==> config.mk <==
export PLATFORM = sky130hd
export DESIGN_NAME = spi_dma_req_gen
export DESIGN_NICKNAME = d
export VERILOG_FILES = /design/src/rtl/spi_dma_pkg.sv /design/src/rtl/spi_dma_regs.sv /design/src/rtl/spi_dma_req.sv /design/src/rtl/spi_dma_start.sv /design/src/rtl/spi_dma_req_gen.sv
export SDC_FILE = /design/constraint.sdc
export NUM_CORES = 1
export LEC_CHECK = 0
export BUFFER_PORTS_ARGS = -buffer_cell sky130_fd_sc_hd__buf_2
export CAP_MARGIN = 10
export CORE_MARGIN = 2
export CORE_UTILIZATION = 45
export CTS_CLUSTER_SIZE = 24
export DETAILED_ROUTE_END_ITERATION = 6
export GPL_ROUTABILITY_DRIVEN = 0
export PLACE_DENSITY = 0.81
export SLEW_MARGIN = 20
export SYNTH_ARGS = -nofsm -noshare
export SYNTH_HDL_FRONTEND = slang
export SYNTH_SLANG_ARGS = --single-unit
==> constraint.sdc <==
create_clock -name clk -period 2.4 [get_ports clk]
set_clock_uncertainty 0.15 [all_clocks]
set_input_delay 0.24 -clock clk [delete_from_list [all_inputs] [get_ports clk]]
set_output_delay 0.24 -clock clk [all_outputs]
set_load 0.01 [all_outputs]
==> src/rtl/spi_dma_pkg.sv <==
package spi_dma_pkg;
    localparam int WM_W = 6;
    localparam int NCH  = 3;
    localparam logic [7:0] OFS_CTRL = 8'h08;
    localparam logic [7:0] OFS_DMA  = 8'h14;
    localparam logic [7:0] OFS_STAT = 8'h18;

    typedef struct packed {
        logic [WM_W-1:0] wm;
        logic            en;
    } chan_cfg_t;

    typedef struct packed {
        logic blk_en;
        logic strobe;
        logic wr_start;
    } ctrl_t;

    typedef struct packed {
        ctrl_t                    ctrl;
        chan_cfg_t [NCH-1:0]      ch;
    } reg_state_t;

    // channel 0 = TX, 1 = RX, 2 = tail; watermark lsb in the DMA word
    function automatic int wm_lsb(input int c);
        return (c == 0) ? 0 : 8 * c + 8;
    endfunction

    function automatic int en_bit(input int c);
        return wm_lsb(c) + 7;
    endfunction
endpackage

==> src/rtl/spi_dma_regs.sv <==
module spi_dma_regs
    import spi_dma_pkg::*;
#(
    parameter int AW = 8
) (
    input  logic                  clk,
    input  logic                  rst,
    input  logic                  wr,
    input  logic [AW-1:0]         addr,
    input  logic [31:0]           wdata,
    input  logic [NCH-1:0]        stat_in,
    output logic [31:0]           rdata,
    output chan_cfg_t [NCH-1:0]   cfg,
    output ctrl_t                 ctrl
);
    localparam logic [AW-1:0] A_CTRL = AW'(OFS_CTRL);
    localparam logic [AW-1:0] A_DMA  = AW'(OFS_DMA);
    localparam logic [AW-1:0] A_STAT = AW'(OFS_STAT);

    reg_state_t st_d, st_q;

    always_comb begin
        st_d = st_q;
        st_d.ctrl.strobe = 1'b0;
        if (wr && addr == A_CTRL) begin
            st_d.ctrl.blk_en   = wdata[0];
            st_d.ctrl.strobe   = wdata[2];
            st_d.ctrl.wr_start = wdata[3];
        end
        if (wr && addr == A_DMA) begin
            for (int c = 0; c < NCH; c++) begin
                st_d.ch[c].wm = wdata[wm_lsb(c) +: WM_W];
                st_d.ch[c].en = wdata[en_bit(c)];
            end
        end
    end

    always_ff @(posedge clk) begin
        if (rst) st_q <= '0;
        else     st_q <= st_d;
    end

    always_comb begin
        rdata = '0;
        if (addr == A_CTRL) begin
            rdata[0] = st_q.ctrl.blk_en;
            rdata[2] = st_q.ctrl.strobe;
            rdata[3] = st_q.ctrl.wr_start;
        end else if (addr == A_DMA) begin
            for (int c = 0; c < NCH; c++) begin
                rdata[wm_lsb(c) +: WM_W] = st_q.ch[c].wm;
                rdata[en_bit(c)]         = st_q.ch[c].en;
            end
        end else if (addr == A_STAT) begin
            rdata[NCH-1:0] = stat_in;
        end
    end

    assign cfg  = st_q.ch;
    assign ctrl = st_q.ctrl;

    AST_STROBE_SELFCLR: assert property (@(posedge clk) disable iff (rst)
        (st_q.ctrl.strobe && !(wr && addr == A_CTRL && wdata[2])) |=> !st_q.ctrl.strobe)
        else $error("strobe did not self-clear");

    AST_STAT_WRITE_IGNORED: assert property (@(posedge clk) disable iff (rst)
        (wr && addr == A_STAT) |=> $stable(st_q))
        else $error("status write changed state");
endmodule

==> src/rtl/spi_dma_req.sv <==
module spi_dma_req
    import spi_dma_pkg::*;
#(
    parameter int LVL_W = 7
) (
    input  logic                  clk,
    input  logic                  rst,
    input  chan_cfg_t [NCH-1:0]   cfg,
    input  logic [LVL_W-1:0]      tx_level,
    input  logic [LVL_W-1:0]      rx_level,
    input  logic                  burst_idle,
    output logic [NCH-1:0]        req
);
    localparam int CW = (LVL_W > WM_W) ? LVL_W : WM_W;

    for (genvar c = 0; c < NCH; c++) begin : g_ch
        logic [CW-1:0] wm_x;
        assign wm_x = CW'(cfg[c].wm);
        if (c == 0) begin : g_tx
            assign req[c] = cfg[c].en && (CW'(tx_level) <= wm_x);
        end else if (c == 1) begin : g_rx
            assign req[c] = cfg[c].en && (CW'(rx_level) >= wm_x);
        end else begin : g_tail
            assign req[c] = cfg[c].en && burst_idle && (CW'(rx_level) >= wm_x);
        end
    end

    AST_TAIL_NEEDS_IDLE: assert property (@(posedge clk) disable iff (rst)
        !burst_idle |-> !req[2])
        else $error("tail request during burst");

    AST_TX_EMPTY_REQ: assert property (@(posedge clk) disable iff (rst)
        (cfg[0].en && tx_level == '0) |-> req[0])
        else $error("tx request missing with empty fifo");
endmodule

==> src/rtl/spi_dma_start.sv <==
module spi_dma_start
    import spi_dma_pkg::*;
#(
    parameter int LVL_W = 7
) (
    input  ctrl_t             ctrl,
    input  logic [LVL_W-1:0]  tx_level,
    output logic              xch_go
);
    logic tx_has_data;
    assign tx_has_data = (tx_level != '0);
    assign xch_go = ctrl.blk_en && (ctrl.strobe || (ctrl.wr_start && tx_has_data));
endmodule

==> src/rtl/spi_dma_req_gen.sv <==
module spi_dma_req_gen
    import spi_dma_pkg::*;
#(
    parameter int DEPTH = 64,
    parameter int AW    = 8,
    localparam int LVL_W = $clog2(DEPTH + 1)
) (
    input  logic              clk,
    input  logic              rst,
    input  logic              reg_wr,
    input  logic [AW-1:0]     reg_addr,
    input  logic [31:0]       reg_wdata,
    output logic [31:0]       reg_rdata,
    input  logic [LVL_W-1:0]  tx_level,
    input  logic [LVL_W-1:0]  rx_level,
    input  logic              burst_idle,
    output logic              tx_dma_req,
    output logic              rx_dma_req,
    output logic              tail_dma_req,
    output logic              xch_go
);
    localparam logic [AW-1:0] A_CTRL = AW'(OFS_CTRL);
    localparam logic [AW-1:0] A_DMA  = AW'(OFS_DMA);

    chan_cfg_t [NCH-1:0] cfg;
    ctrl_t               ctrl;
    logic [NCH-1:0]      req;

    spi_dma_regs #(.AW(AW)) u_regs (
        .clk(clk), .rst(rst), .wr(reg_wr), .addr(reg_addr), .wdata(reg_wdata),
        .stat_in(req), .rdata(reg_rdata), .cfg(cfg), .ctrl(ctrl)
    );

    spi_dma_req #(.LVL_W(LVL_W)) u_req (
        .clk(clk), .rst(rst), .cfg(cfg), .tx_level(tx_level), .rx_level(rx_level),
        .burst_idle(burst_idle), .req(req)
    );

    spi_dma_start #(.LVL_W(LVL_W)) u_start (
        .ctrl(ctrl), .tx_level(tx_level), .xch_go(xch_go)
    );

    assign tx_dma_req   = req[0];
    assign rx_dma_req   = req[1];
    assign tail_dma_req = req[2];

    AST_TX_DISABLED: assert property (@(posedge clk) disable iff (rst)
        (reg_wr && reg_addr == A_DMA && !reg_wdata[7]) |=> !tx_dma_req)
        else $error("tx request while disabled");

    AST_RX_DISABLED: assert property (@(posedge clk) disable iff (rst)
        (reg_wr && reg_addr == A_DMA && !reg_wdata[23]) |=> !rx_dma_req)
        else $error("rx request while disabled");

    AST_TAIL_DISABLED: assert property (@(posedge clk) disable iff (rst)
        (reg_wr && reg_addr == A_DMA && !reg_wdata[31]) |=> !tail_dma_req)
        else $error("tail request while disabled");

    AST_NO_START_OFF: assert property (@(posedge clk) disable iff (rst)
        (reg_wr && reg_addr == A_CTRL && !reg_wdata[0]) |=> !xch_go)
        else $error("start while block disabled");

    AST_STROBE_START: assert property (@(posedge clk) disable iff (rst)
        (reg_wr && reg_addr == A_CTRL && reg_wdata[0] && reg_wdata[2]) |=> xch_go)
        else $error("strobe gave no start");
endmodule

; ---- Word level (Yosys, flattened, before mapping)
; Index checks and enable logic that the tools add are counted.
[word_totals]
reg_bits = 24
in_bits = 58
out_inout_bits = 36
elab_cells = 42
[classes]
n_lt_le_gt_ge = 3
eq_ne = 3
muxes = 15
n_bitwise = 1
reduce_logical = 11
[ops]
columns = op, n
row1 = $eq 8x5->1 const B, 2
row2 = $ge 7x6->1, 2
row3 = $mux 7, 2
row4 = $mux 6, 2
row5 = $mux 3, 3
row6 = $eq 8x4->1 const B, 1
row7 = $logic_and 1x1->1, 8
row8 = $le 7x6->1, 1
row9 = $reduce_bool 7->1, 1
row10 = $mux 1, 6
row11 = $mux 2, 2
row12 = $reduce_or 2->1, 1
row13 = $logic_or 1x1->1, 1
row14 = $not 1->1, 1

; ---- Longest topological paths before layout
; Gate-level depths: netlist (run 1).
[depth]
ltp_word = 5
mapped_depth = 6
mapped_depth_nobuf = 6

; ---- By module
; Synthesis (run 1) repeated with hierarchy kept, for this count alone.
[hier_totals]
hier_cells = 222
area_unflattened_um2 = 1941.9
[modules_own_cells]
columns = mod, instances, cells_each, area_per_inst_um2, seq_area_each_um2
row1 = spi_dma_regs, 1, 158, 1461.4, 480.5
row2 = spi_dma_req, 1, 60, 457.9, 0.0
row3 = spi_dma_start, 1, 4, 22.5, 0.0

; ---- Least setup slack after synthesis (run 1)
; OpenSTA, ideal clock, no wires.
[synth_timing]
kind = input to output
start = in reg_addr[6]
end = out reg_rdata[2]
t_arrival_ps = 1803
t_required_ps = 2010
slack_ps = 207
cell_stages = 5
n_path_buf = 1
cell_sequence = or4_4 buf_6 nor4b_4 mux2_2 a31oi_1
[synth_between]
elab_chain_len = 4
elab_cells_between_ends = 6
classes_between = 3 x eq/ne / 3 x mux
[synth_lines]
columns = item, line_no
row1 = "start, declared", spi_dma_req_gen.sv:11  ; input logic [AW-1:0] reg_addr,
row2 = $eq 8x5->1, spi_dma_regs.sv:54  ; end else if (addr == A_STAT) begin
row3 = $mux 3, spi_dma_regs.sv:54
row4 = $mux 3, spi_dma_regs.sv:49  ; end else if (addr == A_DMA) begin
row5 = $mux 2 (*), spi_dma_regs.sv:45  ; if (addr == A_CTRL) begin
row6 = "end, declared", spi_dma_req_gen.sv:13  ; output logic [31:0] reg_rdata,
; Mark *: on every way between the ends. The rest lies on a longest branch, timed or not.

; ---- Worst setup path in the final report (run 1)
[layout_timing]
start = reg u_regs.st_q, in the netlist u_regs.cfg[12]
end = out reg_rdata[1]
[layout_between]
elab_chain_len = 5
[layout_lines]
columns = item, line_no
row1 = "start, declared", spi_dma_regs.sv:20  ; reg_state_t st_d, st_q;
row2 = "start signal, assigned", spi_dma_regs.sv:40  ; else st_q <= st_d;
row3 = $ge 7x6->1, spi_dma_req.sv:22  ; assign req[c] = cfg[c].en && (CW'(rx_level) >= wm_x);
row4 = $logic_and 1x1->1, spi_dma_req.sv:22
row5 = $mux 3, spi_dma_regs.sv:54
row6 = $mux 3, spi_dma_regs.sv:49
row7 = $mux 1, spi_dma_regs.sv:45
; Every way passes these cells.

==> results of run 1 <==
==> worst paths after layout <==
| check | startpoint | endpoint | slack (ps) | cells after the start |
|---|---|---|---|---|
| max | u_regs.cfg[12] | reg_rdata[1] | 40 | 7 |
| min | reg_wdata[19] | u_regs.cfg[11] | 50 | 3 |
| max reg2reg | u_regs.cfg[1] | u_regs.cfg[1] | 1600 | 2 |
| min reg2reg | u_regs.cfg[12] | u_regs.cfg[12] | 310 | 2 |
==> timing repair <==
item,4_1_cts,5_1_grt
hold buffers,0,0
endpoints found under the setup margin,0,2
buffers inserted,0,0
resized for setup,0,3
==> registers in the layout, indices dropped and copies added (netlist names) <==
register and cells:
u_regs.cfg 21, u_regs.ctrl 3
==> per-layer routing <==
metal,vias to the layer above,wire (um),track usage (%)
met5,-,0,0
met1,773,1950,26.87
li1,891,-,-
met3,10,240,2.055
met2,65,2084,32.58
met4,0,119,9.635
==> kinds of logic (layout without fill, tap and decap cells) <==
group                      Yosys count  count (layout)  share of synthesized area [%]
muxes                                3               3                          1.825
AOI/OAI and AO/OA                   42              42                          14.67
other                                1              11                         0.2188
DFF                                 24              24                          28.03
adders and majority gates           18              18                          13.14
buffers and inverters               43             101                          13.28
and+or+nand+nor                     93              93                          28.83
==> critical path: stages, from the launching register on <==
cell and delay (ps):
dfxtp_1 330, inv_1 60, ha_1 300, a21o_1 190
a211oi_2 260, o22ai_2 140, a32o_1 290, buf_2 140
==> power groups by stage <==
stage               combinational [W]  clock, W  sequential (W)
floorplan                   0.0000690         0        0.000408
global placement             0.000108         0        0.000408
detailed placement           0.000111         0        0.000408
CTS                          0.000112  0.000232        0.000399
global route                 0.000130  0.000255        0.000399
finish                       0.000115  0.000230        0.000399
==> cell type report <==
| type | instances | area (um^2) | share of cell area (%) |
|---|---|---|---|
| multi-input combinational | 167 | 1059 | 49.94 |
| sequential | 24 | 480.5 | 22.67 |
| timing repair buffer | 77 | 400.4 | 18.89 |
| inverter | 21 | 78.83 | 3.719 |
| tap | 48 | 60.06 | 2.834 |
| clock buffer | 3 | 41.29 | 1.948 |
==> Yosys cell counts (2+ instances only) <==
cell	instances	area, um^2
nor2_1	5	18.77
a32o_1	2	20.02
nand4_1	2	12.51
and2_1	5	31.28
ha_1	18	225.2
o22ai_1	2	12.51
buf_2	2	10.01
nor4_1	14	87.58
a211oi_1	3	22.52
o21ai_0	2	10.01
nand2b_1	2	12.51
nor2b_1	2	12.51
nor4b_1	2	17.52
buf_6	3	33.78
mux2i_1	2	20.02
or4_4	3	33.78
a21oi_1	25	125.1
clkbuf_1	5	18.77
nor3_1	4	20.02
a21o_1	3	22.52
inv_1	21	78.83
dfxtp_1	24	480.5
nand2_1	47	176.4
buf_4	11	82.58
a31oi_1	2	12.51
==> metrics by stage <==
step / std cells / setup WS (ps) / cell area [um^2]
detailed placement: 337 / 177.3 / 2063
CTS: 340 / 79.22 / 2105
global route: 340 / -34.76 / 2120
global placement: 337 / 189.4 / 2063
finish: 340 / 38.24 / 2120
floorplan: 234 / 207.0 / 1752
==> impl_metrics.tcl, run 1 <==
set metrics [dict create \
    final_layout_size_suffix_gt1_share_pct 30.82 \
    min_path_type "in -> reg" \
    outcome "finished clean" \
    num_antenna_cells 0 \
    vias_per_cell 5.115 \
    setup_viol 0 \
    die_area_um2 4319 \
    finalPower_w 0.0007441 \
    irDropWorstVdd_uv 312.0 \
    switching_share_pct 24.63 \
    final_cell_mix "71 x buf_2, 47 x nand2_1, 24 x a21oi_1, 24 x dfxtp_1, 21 x inv_1" \
    die_y_um 65.72 \
    core_um2 3661 \
    yosys_warnings 0 \
    placement.io_buffers 71 \
    ctsHtreeMaxLevel 1 \
    netlist_area_um2 1714 \
    synth-main-ff-cell "dfxtp_1" \
    dr.pass1.iters 4 \
    antenna_found_initial 0 \
    holdWs_ps 53.12 \
    arrival_ps 1970 \
    maxSlewViolCount 0 \
    cts_buffers 3 \
    rows 22 \
    drtIter0Drc 46 \
    power.density_nw_per_um2 351.1 \
    wirelength_um 4394 \
    synth_cells 224 \
    hpwl_um 3482 \
    final_common_cell "buf_2" \
    finalSetupTns_ps 0 \
    nets 370 \
    synth-async-reset-ratio_pct 0 \
    initial_utilization_pct 46.82 \
    grt_pass1_wl_um 6713 \
    yosysSeqAreaShare_pct 28.03 \
    grt_max_degree 25 \
    worst_setup_path_start_kind "flop" \
    power_frac_clock_pct 30.9 \
    post-route-period-util_pct 98.41 \
    clkSlewWorstSetupHoldPaths_ps 80 \
    drcViolationCount 0 \
    via_count 1739 \
    grt_overflow_total 0 \
    cts_sinks 24 \
    synth_area_per_cell_um2 7.652 \
    ctsRootBufferMaster "clkbuf_8" \
    grt_pass1_vias 1523 \
    intPower_w 0.0005608 \
    synth_edf_count 0 \
    final_util_pct 57.89 \
    end_kind "primary output" \
    p_seq_share_pct 53.6 \
    fin_crit_ps 2362 \
    required_ps 2010 \
    die_w_um 65.72 \
    ys_ff_latch 24 \
    area_growth_pct 23.65 \
    power_leakage_nw 0.9355 \
    ys_types 38 \
    cts_buffer_depth 2 \
    grt_usage_pct 20.21 \
    fillers 376 \
    pin_count 94 \
    clock_latency_ps 260 \
    fmax_mhz 423.4 \
    crit_type "reg -> out" \
    crit_fanout 2 \
    p_comb_share_pct 15.5 \
    ant_nets 0 \
    p_switching_w 0.0001833 \
    maxCapViolCount 0 \
    hold_violations 0 \
    routedWlPerCell_um 12.92 \
    cts_tree "done" \
]
(Power assumes the default switching activity.)
==> inputs of run 2 (changes only) <==
--- a/config.mk
+++ b/config.mk
@@ -7,12 +7,13 @@
 export LEC_CHECK = 0
 export BUFFER_PORTS_ARGS = -buffer_cell sky130_fd_sc_hd__buf_2
 export CAP_MARGIN = 10
+export CORE_ASPECT_RATIO = 0.7
 export CORE_MARGIN = 2
 export CORE_UTILIZATION = 45
 export CTS_CLUSTER_SIZE = 24
 export DETAILED_ROUTE_END_ITERATION = 6
 export GPL_ROUTABILITY_DRIVEN = 0
-export PLACE_DENSITY = 0.81
+export PLACE_DENSITY = 0.91
 export SLEW_MARGIN = 20
 export SYNTH_ARGS = -nofsm -noshare
 export SYNTH_HDL_FRONTEND = slang
==> impl_metrics.tcl, run 2 (synthesized netlist as in run 1, its figures left out) <==
set metrics [dict create \
    outcome "finished clean" \
    die_y_um 55.64 \
    clkSlewWorstSetupHoldPaths_ps 80 \
    via_count 1787 \
    placement.io_buffers 71 \
    routedWlPerCell_um 13.43 \
    grt_pass1_wl_um 7300 \
    num_antenna_cells 0 \
    final_layout_size_suffix_gt1_share_pct 31.40 \
    fin_crit_ps 2322 \
    maxSlewViolCount 0 \
    setup_viol 0 \
    wirelength_um 4605 \
    drtIter0Drc 201 \
    grt_util_met1_pct 30.44 \
    end_kind "primary output" \
    maxCapViolCount 0 \
    pin_count 94 \
    grtUsageMet3_pct 4.708 \
    cts_buffers 3 \
    antenna_found_initial 0 \
    p_switching_w 0.0001937 \
    p_comb_share_pct 13.6 \
    rsz0062_at_grt "false" \
    post-place-ws_ps 148.6 \
    finalSetupTns_ps 0 \
    busiest_layer "met2" \
    ant_nets 0 \
    cts_sinks 24 \
    final_cell_mix "71 x buf_2, 47 x nand2_1, 25 x a21oi_1" \
    ctsHtreeMaxLevel 1 \
    power_leakage_nw 0.9508 \
    grt_pass1_vias 1630 \
    largest_reg_flops 21 \
    critPathSlowestCell "dfxtp_2" \
    drcViolationCount 0 \
    required_ps 2010 \
    cts_buffer_depth 2 \
    p_seq_share_pct 46.0 \
    grt_use_met2_pct 30.79 \
    cts_tree "done" \
    die_area_um2 4327 \
    nets 370 \
    area_growth_pct 25.77 \
    irDropWorstVdd_uv 273.4 \
    path_cells "inv_1 > ha_1 > a21o_1 > a211o_1 > a41o_1 > a21oi_1 > buf_2" \
    grt_max_degree 25 \
    crit_type "reg -> out" \
    ctsRootBufferMaster "clkbuf_8" \
    crit_fanout 3 \
    grt_overflow_total 0 \
    post-route-period-util_pct 96.76 \
    final_common_cell "buf_2" \
    intPower_w 0.0006724 \
    arrival_ps 1930 \
    fin_ws_ps 77.75 \
    hold_violations 0 \
    dr.pass1.iters 4 \
    vias_per_cell 5.210 \
    clock_latency_ps 260 \
    hpwl_um 3671 \
    power_frac_clock_pct 40.4 \
    switching_share_pct 22.37 \
    fmax_mhz 430.6 \
    die_w_um 77.77 \
    min_path_type "in -> reg" \
    core_um2 3581 \
    rows 18 \
    critPathMaxStageDelay_ps 330 \
    initial_utilization_pct 47.87 \
    power.density_nw_per_um2 401.8 \
    worst_setup_path_start_kind "flop" \
    grt_usage_pct 21.02 \
]
==> run 2: cell types whose count changed in the layout (fill, tap and decap cells not counted), sizes merged <==
cell and delta:
bufinv +1
==> run 2: path summary, 6_finish.rpt <==
check                 startpoint        endpoint  slack, ps  cells after the start
setup / recovery   u_regs.cfg[5]    reg_rdata[0]         80                      7
hold / removal     reg_wdata[19]  u_regs.cfg[11]         50                      3
setup reg to reg   u_regs.cfg[3]   u_regs.cfg[3]       1550                      2
hold reg to reg   u_regs.cfg[19]  u_regs.cfg[19]        310                      2
==> run 2: final cells by class <==
type,instances,area (um^2)
Sequential cell,24,481.7
Clock inverter,1,30.03
Fill cell,334,1425
Inverter,21,78.83
Tap cell,50,62.56
Multi-Input combinational cell,167,1061
Clock buffer,3,41.29
Timing Repair Buffer,77,400.4
==> run 2: repair_timing <==
| action | 4_1_cts | 5_1_grt |
|---|---|---|
| setup endpoints to repair | 0 | 2 |
| gates resized for setup | 0 | 4 |
| hold buffers | 0 | 0 |
| buffers inserted | 0 | 0 |
| hold endpoints to repair | 0 | 0 |
==> run 2: worst max-delay path: cells and delay by family (launching register included) <==
kind            cells  cell delay, ps
compound gates      4             820
fa+ha+maj           1             310
buf+inv             2             210
flops               1             330
==> run 2: power by group through the flow <==
stage | registers, W | logic (W) | clock network [W]
floorplan | 0.000408 | 0.0000690 | 0
global placement | 0.000408 | 0.000108 | 0
detailed placement | 0.000408 | 0.000113 | 0
CTS | 0.000399 | 0.000114 | 0.000360
global route | 0.000399 | 0.000130 | 0.000378
finish | 0.000399 | 0.000118 | 0.000350
==> run 2: through the flow <==
stage | cells | instance area, um^2 | hold WS, ps | total power, W | util, %
finish | 343 | 2156 | 46.55 | 0.0008662 | 60.20
floorplan | 234 | 1752 | 159.1 | 0.0004768 | -
global placement | 339 | 2066 | 293.8 | 0.0005156 | 57.69
detailed placement | 339 | 2066 | 298.0 | 0.0005209 | 57.69
CTS | 343 | 2137 | 44.55 | 0.0008719 | 59.68
global route | 343 | 2156 | 45.17 | 0.0009071 | 60.20
==> run 2: routing by layer <==
metal	vias up	wire, um
met5	-	0
met4	0	60
met3	7	496
met2	94	1922
met1	792	2126
li1	894	-
==> inputs of run 3 (changes only) <==
--- a/config.mk
+++ b/config.mk
@@ -9,7 +9,7 @@
 export CAP_MARGIN = 10
 export CORE_ASPECT_RATIO = 0.7
 export CORE_MARGIN = 2
-export CORE_UTILIZATION = 45
+export CORE_UTILIZATION = 47
 export CTS_CLUSTER_SIZE = 24
 export DETAILED_ROUTE_END_ITERATION = 6
 export GPL_ROUTABILITY_DRIVEN = 0
@@ -17,4 +17,5 @@
 export SLEW_MARGIN = 20
 export SYNTH_ARGS = -nofsm -noshare
 export SYNTH_HDL_FRONTEND = slang
+export SYNTH_HIERARCHICAL = 1
 export SYNTH_SLANG_ARGS = --single-unit
==> impl_metrics.tcl, run 3 <==
set metrics [dict create \
    outcome "finished, violations left" \
    violations "negative setup slack" \
    required_ps 2010 \
    clkSlewWorstSetupHoldPaths_ps 80 \
    power.density_nw_per_um2 335.1 \
    final_layout_size_suffix_gt1_share_pct 45.33 \
    grt_max_degree 39 \
    via_count 2063 \
    maxSlewViolCount 0 \
    hold_violations 0 \
    antenna_found_initial 0 \
    power_frac_clock_pct 33.0 \
    placement.io_buffers 71 \
    rsz0062_at_grt "true" \
    die_y_um 57.78 \
    grt_overflow_total 0 \
    crit_fanout 2 \
    grt_usage_pct 25.71 \
    cts_buffer_depth 2 \
    fillers 312 \
    synth_cells 222 \
    multiInputGateArea_um2 1344 \
    fin_ws_ps -61.07 \
    path_cells "ha_4 > nand2b_4 > a2111oi_4 > o22ai_2 > and3_1 > a221o_1 > buf_2" \
    ys_types 39 \
    fin_crit_ps 2461 \
    synth-async-reset-ratio_pct 0 \
    regArea_um2 491.7 \
    grt_pass1_vias 1855 \
    die_area_um2 4670 \
    rows 19 \
    vias_per_cell 6.050 \
    p_switching_w 0.0002238 \
    clock_latency_ps 270 \
    area_growth_pct 27.32 \
    holdWs_ps 67.48 \
    min-delay-start "reg_wdata[5]" \
    hpwl_um 4116 \
    ant_nets 0 \
    yosys_warnings 6 \
    min_path_type "in -> reg" \
    ff2ff_setup_slack_ps 1470 \
    p_seq_share_pct 48.1 \
    ctsRootBufferMaster "clkbuf_8" \
    synth_edf_count 0 \
    r2r_start "u_regs/cfg[18]" \
    worst_setup_path_start_kind "flop" \
    intPower_w 0.0006048 \
    arrival_ps 2070 \
    core_um2 3946 \
    drcViolationCount 0 \
    critPathSlowestCell "dfxtp_2" \
    yosys.area.top_type "dfxtp_1" \
    power_leakage_nw 1.070 \
    final_common_cell "buf_2" \
    ys_ff_latch 24 \
    num_antenna_cells 0 \
    netlist_area_um2 1942 \
    wirelength_um 5937 \
    drtIter0Drc 202 \
    cts_sinks 24 \
    initial_utilization_pct 49.21 \
    largest_reg_flops 21 \
    reg2regPathDepth 3 \
    post-route-period-util_pct 102.5 \
    pin_count 94 \
    yosys-top-cells-count "25 x a21oi_1, 24 x dfxtp_1, 22 x nand4_1" \
    end_kind "primary output" \
    yosysTopAreaCellShare_pct 24.74 \
    synth_area_per_cell_um2 8.747 \
    post-synth-top-count-cell "a21oi_1" \
    hold_path_end "u_regs/cfg[6]" \
    fmax_mhz 406.3 \
    irDropWorstVdd_uv 236.8 \
    cts_tree "done" \
    post-place-ws_ps 146.7 \
    crit_type "reg -> out" \
    routedWlPerCell_um 17.41 \
    maxCapViolCount 0 \
    hold_depth 3 \
    switching_share_pct 27.01 \
    netlist_top_cells_area "dfxtp_1 25%, o31ai_2 13%, ha_1 12%, nand4_1 7.1%, a21oi_1 6.4%" \
    ctsHtreeMaxLevel 1 \
    yosysSeqAreaShare_pct 24.74 \
    final_cell_mix "71 x buf_2, 24 x a21oi_1, 22 x nand4_1" \
    p_comb_share_pct 18.9 \
    die_w_um 80.83 \
    cts_buffers 3 \
    r2r_end "u_regs/cfg[18]" \
    nets 366 \
    setup_viol 1 \
    dr.pass1.iters 4 \
    critPathMaxStageDelay_ps 370 \
    synth-main-ff-cell "dfxtp_1" \
    grt_pass1_wl_um 9135 \
]
-- run 3: logic make-up after synthesis --
group	after synthesis	synth area share [%]
AOI/OAI and AO/OA	64	27.06
and+or+nand+nor	64	22.36
buffers and inverters	49	13.02
DFF	24	24.74
adders and majority gates	18	11.60
muxes	2	1.031
other	1	0.1931
-- run 3: what timing repair did --
item	4_1_cts	5_1_grt
pin swaps	4	5
resized for setup	13	8
hold buffers	0	0
gates cloned	0	0
buffers inserted	3	1
endpoints found under the setup margin	2	3
-- run 3: per-stage QoR --
stage                     TNS [ps]  std cells  area, um^2  power (W)  utilization, %
after floorplan                  0        232        1979  0.0004963               -
after global placement           0        333        2296  0.0005441           58.18
after detailed placement         0        333        2296  0.0005482           58.18
after CTS                        0        340        2437  0.0008208           61.76
after global routing        -86.07        341        2472  0.0008612           62.65
final                       -61.07        341        2472  0.0008286           62.65
-- run 3: worst max-delay path by stage --
stage               slack [ps]      startpoint      endpoint
finish                     -60  u_regs/cfg[15]  reg_rdata[2]
global route               -90  u_regs/cfg[15]  reg_rdata[2]
detailed placement         150     rx_level[0]  reg_rdata[2]
global placement           170     rx_level[0]  reg_rdata[2]
CTS                          1  u_regs/cfg[18]  reg_rdata[2]
floorplan                  320  u_regs/cfg[15]  reg_rdata[2]
-- run 3: final cells by class --
class	instances	area share, %
multi-input cells	159	54.35
flip-flops and latches	24	19.89
repair buffers	83	18.02
inverters	19	2.885
well taps	52	2.632
clock buffers	4	2.227
-- run 3: routing by layer --
metal / vias to the layer above / routed length (um) / track usage [%]
met5: - / 0 / 0
met4: 0 / 146 / 10.65
met3: 17 / 673 / 6.854
met2: 129 / 2582 / 39.55
met1: 960 / 2536 / 34.30
li1: 957 / - / -
-- run 3: critical path: cells and delay by family, from the launching register on --
| kind | cells | cell delay, ps |
|---|---|---|
| AND/OR/NAND/NOR | 2 | 320 |
| adder cells (fa/ha/maj) | 1 | 200 |
| buffers and inverters | 1 | 140 |
| AO/OA/AOI/OAI | 3 | 780 |
| flip-flops | 1 | 370 |
-- run 3: power groups by stage --
stage                     Sequential, W  Clock (W)  Combinational [W]
after CTS                      0.000399   0.000272           0.000150
after floorplan                0.000408          0          0.0000883
after global placement         0.000408          0           0.000136
after global routing           0.000399   0.000292           0.000170
after detailed placement       0.000408          0           0.000140
final                          0.000399   0.000273           0.000157
